===== config.mk =====
export PLATFORM = sky130hd
export DESIGN_NAME = susp_ctrl
export DESIGN_NICKNAME = d
export VERILOG_FILES = /design/src/rtl/susp_pkg.sv /design/src/rtl/susp_cmd_gate.sv /design/src/rtl/susp_fsm.sv /design/src/rtl/susp_status.sv /design/src/rtl/susp_ctrl.sv
export SDC_FILE = /design/constraint.sdc
export NUM_CORES = 1
export LEC_CHECK = 0
export ABC_AREA = 1
export ABC_CLOCK_PERIOD_IN_PS = 1150
export BUFFER_PORTS_ARGS = -buffer_cell sky130_fd_sc_hd__buf_2
export CORE_ASPECT_RATIO = 1.4
export CORE_MARGIN = 3
export CORE_UTILIZATION = 41
export DETAILED_ROUTE_END_ITERATION = 8
export PLACE_DENSITY = 0.81
export SYNTH_ARGS = -nofsm -noshare
export SYNTH_HDL_FRONTEND = slang
export SYNTH_SLANG_ARGS = --single-unit

===== constraint.sdc =====
create_clock -name clk -period 1.15 [get_ports clk]
set_clock_uncertainty 0.05 [all_clocks]
set_input_delay 0.115 -clock clk [delete_from_list [all_inputs] [get_ports clk]]
set_output_delay 0.115 -clock clk [all_outputs]
set_load 0.05 [all_outputs]

===== src/rtl/susp_pkg.sv =====
// Package: shared state type and status bit positions for the suspend controller.
// Assumes: status byte layout is fixed; bit positions are decoded by the status reader.
package susp_pkg;

    typedef enum logic [1:0] {
        ST_IDLE = 2'd0,
        ST_PEND = 2'd1,
        ST_SUSP = 2'd2
    } susp_state_t;

    localparam int SR_W          = 8;
    localparam int SR_READY_BIT  = 7;
    localparam int SR_ESUSP_BIT  = 6;
    localparam int SR_PSUSP_BIT  = 2;

endpackage


===== src/rtl/susp_cmd_gate.sv =====
// Module: susp_cmd_gate
// Classifies each incoming command against the controller state, picks out
// suspend and resume requests the controller consumes, and forwards every
// other permitted command through one register stage.
// Assumes: at most one command per cycle; the engine operation type is valid
// whenever busy is high.
module susp_cmd_gate
    import susp_pkg::*;
#(
    parameter int                CODE_W      = 8,
    parameter logic [CODE_W-1:0] SUSP_CODE   = 8'hB0,
    parameter logic [CODE_W-1:0] RESUME_CODE = 8'hD0,
    parameter logic [CODE_W-1:0] RDSTAT_CODE = 8'h70
) (
    input  logic              clk,
    input  logic              rst_n,
    input  logic              cmd_valid_i,
    input  logic [CODE_W-1:0] cmd_code_i,
    input  susp_state_t       state_i,
    input  logic              op_erase_q_i,
    input  logic              eng_busy_i,
    input  logic              eng_erase_i,
    output logic              take_susp_o,
    output logic              take_resume_o,
    output logic              fwd_valid_o,
    output logic [CODE_W-1:0] fwd_code_o
);

    logic is_susp;
    logic is_resume;
    logic is_rdstat;
    logic erase_live;
    logic fwd_ok;

    // Purpose: decode the three codes this block cares about.
    always_comb begin
        is_susp   = cmd_valid_i && (cmd_code_i == SUSP_CODE);
        is_resume = cmd_valid_i && (cmd_code_i == RESUME_CODE);
        is_rdstat = cmd_valid_i && (cmd_code_i == RDSTAT_CODE);
    end

    // Purpose: decide what is consumed, what is forwarded and what is dropped.
    always_comb begin
        take_susp_o   = 1'b0;
        take_resume_o = 1'b0;
        erase_live    = 1'b0;
        fwd_ok        = 1'b0;
        unique case (state_i)
            ST_IDLE: begin
                erase_live  = eng_busy_i && eng_erase_i;
                take_susp_o = is_susp && eng_busy_i;
                if (erase_live) begin
                    fwd_ok = is_rdstat;
                end else begin
                    fwd_ok = cmd_valid_i && !is_susp;
                end
            end
            ST_PEND: begin
                // operation still running until the engine reaches a pause point
                erase_live = op_erase_q_i;
                if (erase_live) begin
                    fwd_ok = is_rdstat;
                end else begin
                    fwd_ok = cmd_valid_i && !is_susp;
                end
            end
            ST_SUSP: begin
                take_resume_o = is_resume;
                fwd_ok        = cmd_valid_i && !is_susp && !is_resume;
            end
            default: begin
                fwd_ok = 1'b0;
            end
        endcase
    end

    // Purpose: register the forwarded command so downstream sees a clean stage.
    always_ff @(posedge clk) begin
        if (!rst_n) begin
            fwd_valid_o <= 1'b0;
            fwd_code_o  <= '0;
        end else begin
            fwd_valid_o <= fwd_ok;
            fwd_code_o  <= fwd_ok ? cmd_code_i : '0;
        end
    end

endmodule


===== src/rtl/susp_fsm.sv =====
// Module: susp_fsm
// Three-state suspend sequencer: idle, pause pending, suspended. Latches the
// operation type at the suspend request, raises the pause request, and emits
// enter/leave events plus a one-cycle resume strobe.
// Assumes: the engine raises its pause acknowledge only while busy; an
// operation that finishes before acknowledging cancels the suspend.
module susp_fsm
    import susp_pkg::*;
(
    input  logic        clk,
    input  logic        rst_n,
    input  logic        take_susp_i,
    input  logic        take_resume_i,
    input  logic        eng_busy_i,
    input  logic        eng_erase_i,
    input  logic        eng_pause_ack_i,
    output susp_state_t state_o,
    output logic        op_erase_q_o,
    output logic        ev_enter_o,
    output logic        ev_leave_o,
    output logic        pause_req_o,
    output logic        resume_o
);

    susp_state_t state_q;
    susp_state_t state_d;
    logic        op_erase_q;
    logic        resume_q;

    // Purpose: next-state logic and event pulses.
    always_comb begin
        state_d    = state_q;
        ev_enter_o = 1'b0;
        ev_leave_o = 1'b0;
        unique case (state_q)
            ST_IDLE: begin
                if (take_susp_i) begin
                    state_d = ST_PEND;
                end
            end
            ST_PEND: begin
                if (!eng_busy_i) begin
                    state_d = ST_IDLE;          // finished before pausing
                end else if (eng_pause_ack_i) begin
                    state_d    = ST_SUSP;
                    ev_enter_o = 1'b1;
                end
            end
            ST_SUSP: begin
                if (take_resume_i) begin
                    state_d    = ST_IDLE;
                    ev_leave_o = 1'b1;
                end
            end
            default: begin
                state_d = ST_IDLE;
            end
        endcase
    end

    // Purpose: state, latched operation type and resume strobe registers.
    always_ff @(posedge clk) begin
        if (!rst_n) begin
            state_q    <= ST_IDLE;
            op_erase_q <= 1'b0;
            resume_q   <= 1'b0;
        end else begin
            state_q  <= state_d;
            resume_q <= ev_leave_o;
            if (state_q == ST_IDLE && take_susp_i) begin
                op_erase_q <= eng_erase_i;
            end
        end
    end

    // Purpose: drive outputs from registered state.
    always_comb begin
        state_o      = state_q;
        op_erase_q_o = op_erase_q;
        pause_req_o  = (state_q == ST_PEND) || (state_q == ST_SUSP);
        resume_o     = resume_q;
    end

endmodule


===== src/rtl/susp_status.sv =====
// Module: susp_status
// Holds the program-suspended and erase-suspended flags and assembles the
// status byte with the ready bit.
// Assumes: enter and leave events never coincide; bit positions come from the package.
module susp_status
    import susp_pkg::*;
(
    input  logic            clk,
    input  logic            rst_n,
    input  logic            ev_enter_i,
    input  logic            ev_leave_i,
    input  logic            op_erase_q_i,
    input  susp_state_t     state_i,
    input  logic            eng_busy_i,
    output logic [SR_W-1:0] status_o
);

    logic psusp_q;
    logic esusp_q;
    logic ready;

    // Purpose: set the flag matching the paused operation, clear both on resume.
    always_ff @(posedge clk) begin
        if (!rst_n) begin
            psusp_q <= 1'b0;
            esusp_q <= 1'b0;
        end else if (ev_enter_i) begin
            psusp_q <= !op_erase_q_i;
            esusp_q <= op_erase_q_i;
        end else if (ev_leave_i) begin
            psusp_q <= 1'b0;
            esusp_q <= 1'b0;
        end
    end

    // Purpose: ready is high when suspended or when nothing runs or is pending.
    always_comb begin
        ready = (psusp_q || esusp_q) || ((state_i == ST_IDLE) && !eng_busy_i);
        status_o               = '0;
        status_o[SR_READY_BIT] = ready;
        status_o[SR_ESUSP_BIT] = esusp_q;
        status_o[SR_PSUSP_BIT] = psusp_q;
    end

endmodule


===== src/rtl/susp_ctrl.sv =====
// Module: susp_ctrl (top)
// Program/erase suspend controller: gates commands, sequences the
// suspend/resume handshake with the write engine and reports status.
// Assumes: synchronous active-low reset; engine signals are synchronous to clk.
module susp_ctrl
    import susp_pkg::*;
#(
    parameter int                CODE_W      = 8,
    parameter logic [CODE_W-1:0] SUSP_CODE   = 8'hB0,
    parameter logic [CODE_W-1:0] RESUME_CODE = 8'hD0,
    parameter logic [CODE_W-1:0] RDSTAT_CODE = 8'h70
) (
    input  logic              clk,
    input  logic              rst_n,
    input  logic              cmd_valid_i,
    input  logic [CODE_W-1:0] cmd_code_i,
    input  logic              eng_busy_i,
    input  logic              eng_erase_i,
    input  logic              eng_pause_ack_i,
    output logic              eng_pause_req_o,
    output logic              eng_resume_o,
    output logic              fwd_valid_o,
    output logic [CODE_W-1:0] fwd_code_o,
    output logic [7:0]        status_o
);

    susp_state_t state;
    logic        op_erase_q;
    logic        take_susp;
    logic        take_resume;
    logic        ev_enter;
    logic        ev_leave;

    susp_cmd_gate #(
        .CODE_W      (CODE_W),
        .SUSP_CODE   (SUSP_CODE),
        .RESUME_CODE (RESUME_CODE),
        .RDSTAT_CODE (RDSTAT_CODE)
    ) u_gate (
        .clk          (clk),
        .rst_n        (rst_n),
        .cmd_valid_i  (cmd_valid_i),
        .cmd_code_i   (cmd_code_i),
        .state_i      (state),
        .op_erase_q_i (op_erase_q),
        .eng_busy_i   (eng_busy_i),
        .eng_erase_i  (eng_erase_i),
        .take_susp_o  (take_susp),
        .take_resume_o(take_resume),
        .fwd_valid_o  (fwd_valid_o),
        .fwd_code_o   (fwd_code_o)
    );

    susp_fsm u_fsm (
        .clk            (clk),
        .rst_n          (rst_n),
        .take_susp_i    (take_susp),
        .take_resume_i  (take_resume),
        .eng_busy_i     (eng_busy_i),
        .eng_erase_i    (eng_erase_i),
        .eng_pause_ack_i(eng_pause_ack_i),
        .state_o        (state),
        .op_erase_q_o   (op_erase_q),
        .ev_enter_o     (ev_enter),
        .ev_leave_o     (ev_leave),
        .pause_req_o    (eng_pause_req_o),
        .resume_o       (eng_resume_o)
    );

    susp_status u_status (
        .clk         (clk),
        .rst_n       (rst_n),
        .ev_enter_i  (ev_enter),
        .ev_leave_i  (ev_leave),
        .op_erase_q_i(op_erase_q),
        .state_i     (state),
        .eng_busy_i  (eng_busy_i),
        .status_o    (status_o)
    );

endmodule


Word-level counts from Yosys, hierarchy flattened --
Index checks and enable logic that the tools add are counted.
Storage, ports and cells: input port bits 14, register bits after elaboration 15
Operators by class: reductions and logical operators 20, mux-type cells 18, equal/unequal tests 8
Operator list (number):
- 8-bit equality test, second input constant | 2
- 1-bit 2-to-1 mux | 12
- 1-bit logical AND | 9
- 8-bit by 7-bit equality test with 1-bit output, second input constant | 1
- 2-bit 2-to-1 mux | 4
- 2-bit one-hot mux with 3 select lines | 1
- 1-bit logical NOT | 4
- 1-bit logical OR | 3
- 3-bit inequality test, second input constant | 1
- 1-bit one-hot mux with 3 select lines | 1
- 3-bit AND reduction | 1
- 2-bit by 1-bit equality test with 1-bit output, second input constant | 1
- 2-bit equality test, second input constant | 1
- 2-bit logical NOT | 1
- 2-bit by 1-bit inequality test with 1-bit output, second input constant | 1
- 2-bit inequality test, second input constant | 1
- 2-bit AND reduction | 1
- 2-bit nonzero test | 1

Longest topological paths before layout --
Gate-level depths: netlist of run 1.
word-level depth 7, mapped depth 10, gate-level depth less buffers 10

Hierarchy --
From an unflattened synthesis of run 1, not the netlist that was laid out.
Second synthesis, totals: cells, all modules 116, area total of the unflattened synthesis 802.0 um^2
By module, submodules not included:
- susp_cmd_gate | instances 1, area an instance 401.6 um^2, cells each 59, sequential area each 180.2 um^2
- susp_fsm | instances 1, area an instance 245.2 um^2, cells each 34, sequential area each 80.1 um^2
- susp_status | instances 1, area an instance 155.1 um^2, cells each 23, sequential area each 40.0 um^2

Worst setup path after synthesis of run 1 --
No wires, ideal clock.
kind register to register, start register u_fsm.state_q[0], in the netlist u_fsm.state_o[0], end register u_gate.fwd_code_o[0], cell stages (with the launch flop) 11, buffers on the path 0, data arrival time 1079 ps, setup slack -91 ps, period minus slack after synthesis 1241 ps, cell sequence dfxtp_1 > inv_1 > ha_1 > nand2_1 > o21ai_0 > inv_1 > nand2_1 > nand2_1 > nand2_2 > nand2_4 > nor2_1
On the way: word-level cells in the longest chain between the ends 3
RTL lines:
- start, declared | line susp_fsm.sv:25 | susp_state_t state_q;
- start signal, assigned | line susp_fsm.sv:68 | state_q <= state_d;
- 2-bit equality test, or another cell as far along | line susp_cmd_gate.sv:48 | unique case (state_i)
- 1-bit one-hot mux with 3 select lines * | line susp_cmd_gate.sv:48
- 2-bit AND reduction (no line) *
- end signal, assigned | line susp_cmd_gate.sv:84 | fwd_code_o <= fwd_ok ? cmd_code_i : '0;
- end, declared | line susp_cmd_gate.sv:26 | output logic [CODE_W-1:0] fwd_code_o
Every way passes the cells marked *; elsewhere a longest branch is shown, timed or not. A chain may end at the register's enable or synchronous reset.

Worst setup path in the final report of run 1 --
start register u_fsm.state_q[1], in the netlist u_fsm.state_o[1], end register u_gate.fwd_code_o[4]
The elaborated chain is that of the path after synthesis.

==> results.sh, run 1 <==
export IMPL_status="complete, but fails checks"
export IMPL_violations="negative hold slack, negative setup slack"
export IMPL_maxSlewViolCount=0
export IMPL_nets=170
export IMPL_grt_use_total=0.1675
export IMPL_layout_drive_gt1_share=0.5232
export IMPL_cts_clk_slew_worst_paths_ps=100
export IMPL_ys_warnings_count=0
export IMPL_core_area_mm2=0.001659
export IMPL_rsz0062_at_grt="yes"
export IMPL_io_pins=33
export IMPL_io_buffers=27
export IMPL_htreeDepth=1
export IMPL_synth_avg_cell_area_um2=7.044
export IMPL_yosys_area_top_type="dfxtp_1"
export IMPL_cp_required_ps=1340
export IMPL_clk_latency_ps=300
export IMPL_whs_path_depth=3
export IMPL_avgRoutedWirePerCell_um=13.67
export IMPL_vias=820
export IMPL_setup_ws_ps=-313.5
export IMPL_reg2regPathDepth=9
export IMPL_fill_cells=136
export IMPL_syn2layout_area_growth_pct=58.39
export IMPL_fin_crit_ps=1464
export IMPL_synth_top_area_frac=0.3947
export IMPL_die_w_um=42.41
export IMPL_crit_start="u_fsm.state_o[1]"
export IMPL_clockRootBuffer="clkbuf_4"
export IMPL_power_density_mw_per_mm2=1173
export IMPL_rows=17
export IMPL_via_per_inst=4.824
export IMPL_utilization=0.7262
export IMPL_worstSetupPathType="register to register"
export IMPL_drt_initial_drc_count=14
export IMPL_maxCapViolCount=0
export IMPL_hold_ws_ps=-7.371
export IMPL_hold_class="primary input to register"
export IMPL_ys_seq_area_frac=0.3947
export IMPL_setup_violations_final=17
export IMPL_r2r_slack_ps=-310
export IMPL_synthesis_area_um2=760.7
export IMPL_cp_arrival_ps=1650
export IMPL_drtAntennaViolNets=0
export IMPL_grt_first_pass_wirelength_mm=3.084
export IMPL_min_period_over_period=1.273
export IMPL_cts_sinks=15
export IMPL_dp_hpwl_mm=1.351
export IMPL_antenna_found_initial=0
export IMPL_r2r_start="u_fsm.state_o[1]"
export IMPL_design_area_mm2=0.001205
export IMPL_place_ws_ps=-138.1
export IMPL_total_leakage_power_uw=0.0006297
export IMPL_gp_congestion=0.9060
export IMPL_dieArea_mm2=0.002416
export IMPL_path_max_fanout=5
export IMPL_syn_inst=108
export IMPL_die_y_um=56.97
export IMPL_synth_seq_cells=15
export IMPL_rr_endpoint="u_gate.fwd_code_o[4]"
export IMPL_critPathCapture="u_gate.fwd_code_o[4]"
export IMPL_vdd_drop_max_v=0.0008102
export IMPL_grt_pass1_vias=737
export IMPL_clockBufferDepth=2
export IMPL_final_hold_violation_count=2
export IMPL_startpoint_type="register"
export IMPL_end_kind="register"
export IMPL_totalWireLength_mm=2.324
export IMPL_cts_tree="built"
export IMPL_grt_max_degree=10
export IMPL_place_area_um2=934.6
export IMPL_gr_total_overflow=0
export IMPL_yosys_top_cells_area="dfxtp_1, inv_1, nor2_1"
export IMPL_cts_buffers=3
export IMPL_clock_fmax_ghz=0.6833
export IMPL_multi_input_area_um2=491.7
export IMPL_regArea_um2=302.8
export IMPL_initial_utilization=0.4585
export IMPL_ys_types=19
export IMPL_dr_pass1_iters=4
export IMPL_antennaDiodeCount=0
export IMPL_drc=0
[state kept, by name, summed over array words and instances (netlist names)]
signal              cells
u_gate.fwd_valid_o      1
u_status.psusp_q        1
u_status.esusp_q        1
u_gate.fwd_code_o       8
u_fsm.state_o           2
u_fsm.resume_o          1
u_fsm.op_erase_q_o      1
[worst max-delay path: stages (launching register included)]
cell and delay [ps]:
dfxtp_2 350, inv_4 80, ha_4 170, inv_4 40
buf_4 140, o22ai_2 120, nand3_1 110, nand2_2 120
nand2_4 100, nor2_2 120
[routing by layer]
metal | GRT usage | wire, µm | vias to the layer above
li1 | - | - | 400
met1 | 0.1525 | 774 | 372
met2 | 0.3246 | 1330 | 39
met3 | 0.04101 | 136 | 9
met4 | 0.09333 | 83 | 0
met5 | 0 | 0 | -
[worst min-delay path by stage]
stage                           end     startpoint  slack (ps)
5_1_grt        u_gate.fwd_code_o[4]  cmd_code_i[4]           7
3_3_place_gp   u_gate.fwd_code_o[2]  cmd_code_i[2]         300
6_report       u_gate.fwd_code_o[6]  cmd_code_i[6]          -7
3_5_place_dp   u_gate.fwd_code_o[3]  cmd_code_i[3]         300
2_1_floorplan  u_gate.fwd_code_o[4]  cmd_code_i[4]         180
4_1_cts        u_gate.fwd_code_o[3]  cmd_code_i[3]         0.4
[through the flow]
stage | total power, µW | instances | hold WS [ps] | TNS [ps]
4_1_cts | 1319 | 166 | 0.3530 | -2512
3_3_place_gp | 913.8 | 157 | 299.3 | -639.2
6_report | 1413 | 170 | -7.371 | -3565
2_1_floorplan | 852.1 | 112 | 177.2 | -56.58
5_1_grt | 1471 | 170 | 7.480 | -4275
3_5_place_dp | 925.8 | 157 | 303.4 | -1577
[repair_timing]
| item | CTS | global route |
|---|---|---|
| cloned | 1 | 0 |
| pin swaps | 7 | 14 |
| buffers inserted | 4 | 3 |
| endpoints found under the hold margin | 0 | 2 |
| endpoints found under the setup margin | 15 | 17 |
| gates resized for setup | 23 | 23 |
| hold buffers | 0 | 2 |
[Yosys cell counts]
library cell	instances
nand2_1	17
ha_1	4
a21oi_1	2
buf_4	8
nand2_2	2
nand3b_1	1
and2_1	1
inv_1	20
nor2_2	1
conb_1	1
nand2_4	1
dfxtp_1	15
nor2_1	20
nand4_1	1
nand3_1	8
o22ai_1	1
a31oi_1	1
o21ai_0	2
nor3_1	2
[area by class of cell]
class,instances,share of cell area
flip-flops and latches,15,0.2513
well taps,19,0.01973
clock inverters,1,0.004154
repair buffers,42,0.2316
multi-input cells,70,0.4081
inverters,20,0.06646
clock buffers,3,0.01869
[logic make-up after synthesis]
| group | count (synthesis) | share of synthesized area |
|---|---|---|
| DFF | 15 | 0.3947 |
| buffers and inverters | 28 | 0.1776 |
| other | 1 | 0.004929 |
| AOI/OAI and AO/OA | 6 | 0.04277 |
| and+or+nand+nor | 54 | 0.3142 |
| adders and majority gates | 4 | 0.06579 |
[power breakdown]
part | internal [µW] | leakage, µW | switching (µW) | total (µW)
registers | 546 | 0.000123 | 11.4 | 557
clock network | 130 | 0.0000177 | 192 | 322
logic | 191 | 0.000489 | 343 | 534
[cell usage in the layout (no fill, tap or decap), types with 3 or more instances in the layout]
cell,n
inv_2,4
buf_2,24
ha_4,3
nor2_1,13
nand2_1,14
buf_6,3
nand3_2,3
buf_4,11
nor2_2,7
clkbuf_4,4
nand3_1,4
dfxtp_1,13
nand2_4,5
conb_1,5
inv_1,14
Power figures use the tool's default switching activity.
==> run 2, diff against run 1 <==
--- a/config.mk
+++ b/config.mk
@@ -13,6 +13,8 @@
 export CORE_UTILIZATION = 41
 export DETAILED_ROUTE_END_ITERATION = 8
 export PLACE_DENSITY = 0.81
+export SLEW_MARGIN = 20
 export SYNTH_ARGS = -nofsm -noshare
 export SYNTH_HDL_FRONTEND = slang
+export SYNTH_HIERARCHICAL = 1
 export SYNTH_SLANG_ARGS = --single-unit
==> run 2 against run 1 <==
Compared with the run above:
- global-route usage up 0.22 points
- highest routed layer unchanged
- final cell count increased by 3.5%
- sequential share of layout area is 0.23 points lower
- core utilization down 4.0 points
- critical path depth fell by 6
- area after synthesis up 5.4%
- non-clock buffer count is 3 lower
- critical path type is now register to output port
- combinational power is 36% lower
- register-to-register slack better by 150 ps
- wire length fell by 3.2%
- the run ends with negative setup slack left
==> results.sh, run 2 <==
export IMPL_final_cells=176
export IMPL_yosys_area_top_type="dfxtp_1"
export IMPL_maxCapViolCount=0
export IMPL_tns_ps=-1488
export IMPL_rr_endpoint="u_fsm/state_o[0]"
export IMPL_yosys_top_cells_area="dfxtp_1, nor2_1, nand2_1"
export IMPL_place_area_mm2=0.001003
export IMPL_grt_first_pass_wirelength_mm=3.270
export IMPL_ys_seq_area_frac=0.3744
export IMPL_synth_commonest_cells="nor2_1, nand2_1, inv_1"
export IMPL_core_area_mm2=0.001802
export IMPL_ys_types=19
export IMPL_ys_async_sr_fraction=0
export IMPL_ys_flop_type="dfxtp_1"
export IMPL_crit_family="flip-flops"
export IMPL_critPathCapture="status_o[7]"
export IMPL_clockBufferDepth=2
export IMPL_nets=175
export IMPL_syn_inst=116
export IMPL_end_kind="output port"
export IMPL_regMostFlops="u_gate/fwd_code_o"
export IMPL_cts_buffers=3
export IMPL_cts_sinks=15
export IMPL_cp_arrival_ps=1250
export IMPL_utilization=0.6861
export IMPL_min_from="cmd_code_i[7]"
export IMPL_io_buffers=27
export IMPL_setup_violations_final=15
export IMPL_clock_fmax_ghz=0.7091
export IMPL_cts_tree="built"
export IMPL_synth_edff_count=0
export IMPL_rows=18
export IMPL_r2r_start="u_fsm/state_o[1]"
export IMPL_vdd_drop_max_v=0.0006127
export IMPL_clockRootBuffer="clkbuf_4"
export IMPL_reg2regPathDepth=9
export IMPL_min_period_over_period=1.226
export IMPL_cp_required_ps=990
export IMPL_fill_cells=156
export IMPL_critPathBufInv=1
export IMPL_final_hold_violation_count=0
export IMPL_design_area_mm2=0.001236
export IMPL_path_max_fanout=4
export IMPL_gr_total_overflow=0
export IMPL_fin_crit_ps=1410
export IMPL_avgRoutedWirePerCell_um=12.78
export IMPL_gp_congestion=0.8452
export IMPL_grt_pass1_vias=830
export IMPL_initial_utilization=0.4451
export IMPL_synth_avg_cell_area_um2=6.914
export IMPL_grt_max_degree=9
export IMPL_hold_buffers=0
export IMPL_antenna_found_initial=0
export IMPL_antennaDiodeCount=0
export IMPL_synth_seq_cells=15
export IMPL_dr_pass1_iters=5
export IMPL_synthesis_area_um2=802.0
export IMPL_crit_path_max_incr_delay_ps=370
export IMPL_vias=862
export IMPL_status="complete, but fails checks"
export IMPL_startpoint_type="register"
export IMPL_layout_drive_gt1_share=0.5064
export IMPL_drt_initial_drc_count=23
export IMPL_place_inst=169
export IMPL_via_per_inst=4.898
export IMPL_worstSetupPathType="register to output port"
export IMPL_cp_depth=3
export IMPL_yosysMostFrequentCell="nor2_1"
export IMPL_grt_use_total=0.1697
export IMPL_r2r_slack_ps=-160
export IMPL_violations="negative setup slack"
export IMPL_cts_clk_slew_worst_paths_ps=80
export IMPL_totalWireLength_mm=2.250
export IMPL_dp_hpwl_mm=1.529
export IMPL_clk_latency_ps=270
export IMPL_total_leakage_power_uw=0.0005993
export IMPL_dieArea_mm2=0.002530
export IMPL_die_y_um=58.33
export IMPL_synth_top_area_frac=0.3744
export IMPL_power_density_mw_per_mm2=946.6
export IMPL_hold_ws_ps=55.39
export IMPL_final_cell_mix="buf_2, nand2_1, inv_1"
export IMPL_largest_register_ffs=8
export IMPL_final_common_cell="buf_2"
export IMPL_crit_start="u_fsm/state_o[1]"
export IMPL_io_pins=33
export IMPL_syn2layout_area_growth_pct=54.13
export IMPL_hold_class="primary input to register"
export IMPL_rsz0062_at_grt="yes"
export IMPL_ys_warnings_count=6
export IMPL_drtAntennaViolNets=0
export IMPL_htreeDepth=1
export IMPL_drc=0
export IMPL_crit_slowest_cell="dfxtp_4"
export IMPL_setup_ws_ps=-260.3
export IMPL_path_cells="or2_0, o21ai_2, buf_6"
export IMPL_die_w_um=43.38
export IMPL_maxSlewViolCount=0
==> run 2: cell type report <==
cell class / instances / area [µm²] / area share
inverters: 20 / 75.07 / 0.06073
repair buffers: 39 / 252.7 / 0.2045
flip-flops and latches: 15 / 307.8 / 0.2490
multi-input cells: 78 / 549.3 / 0.4443
clock buffers: 4 / 26.28 / 0.02125
well taps: 20 / 25.02 / 0.02024
==> run 2: power by group <==
| group | total [µW] | switching [µW] | leakage, µW | internal [µW] |
|---|---|---|---|---|
| clock network | 287 | 153 | 0.0000150 | 134 |
| logic | 341 | 236 | 0.000460 | 105 |
| registers | 542 | 7.95 | 0.000124 | 534 |
| total | 1170 | 396 | 0.000599 | 774 |
==> run 2: worst reg2reg max path: cells and delay by family, from the launching register on <==
family / cells / cell delay (ps)
simple gates: 7 / 610
flops: 1 / 380
buf+inv: 2 / 210
==> run 2: repair_timing <==
action / 4_1_cts / 5_1_grt
setup buffers: 1 / 1
setup endpoints to repair: 16 / 16
cloned: 1 / 0
pin swaps: 8 / 12
resized for setup: 17 / 34
==> run 2: per-layer routing <==
layer / GRT usage / vias up / part of all wire
met5: 0 / - / 0
met4: 0.09052 / 0 / 0.033
met3: 0.03364 / 10 / 0.083
met2: 0.3298 / 46 / 0.55
met1: 0.1597 / 385 / 0.33
li1: - / 421 / -
==> run 2: logic make-up (layout without fill, tap and decap cells) <==
logic type      after synthesis  count (layout)  share of synthesized area
compound gates                7               7                    0.04679
flops                        15              15                     0.3744
other cells                   1               5                   0.004676
fa+ha+maj                     4               4                    0.06240
simple gates                 61              62                     0.3432
buf+inv                      28              63                     0.1685
==> run 2: worst min-delay path by stage <==
stage	endpoint	slack, ps	depth (start not counted)
final	u_gate/fwd_code_o[7]	60	3
after global routing	u_fsm/op_erase_q_o	40	3
after CTS	u_gate/fwd_code_o[4]	10	3
after detailed placement	u_gate/fwd_code_o[4]	310	3
after global placement	u_gate/fwd_code_o[4]	320	3
after floorplan	u_status/esusp_q	170	2
==> run 2: metrics by stage <==
stage	worst slack (ps)	total power, µW
floorplan	-3.084	760.7
global placement	-58.69	822.7
detailed placement	-100.7	830.2
CTS	-229.7	1142
global route	-306.2	1233
finish	-260.3	1170
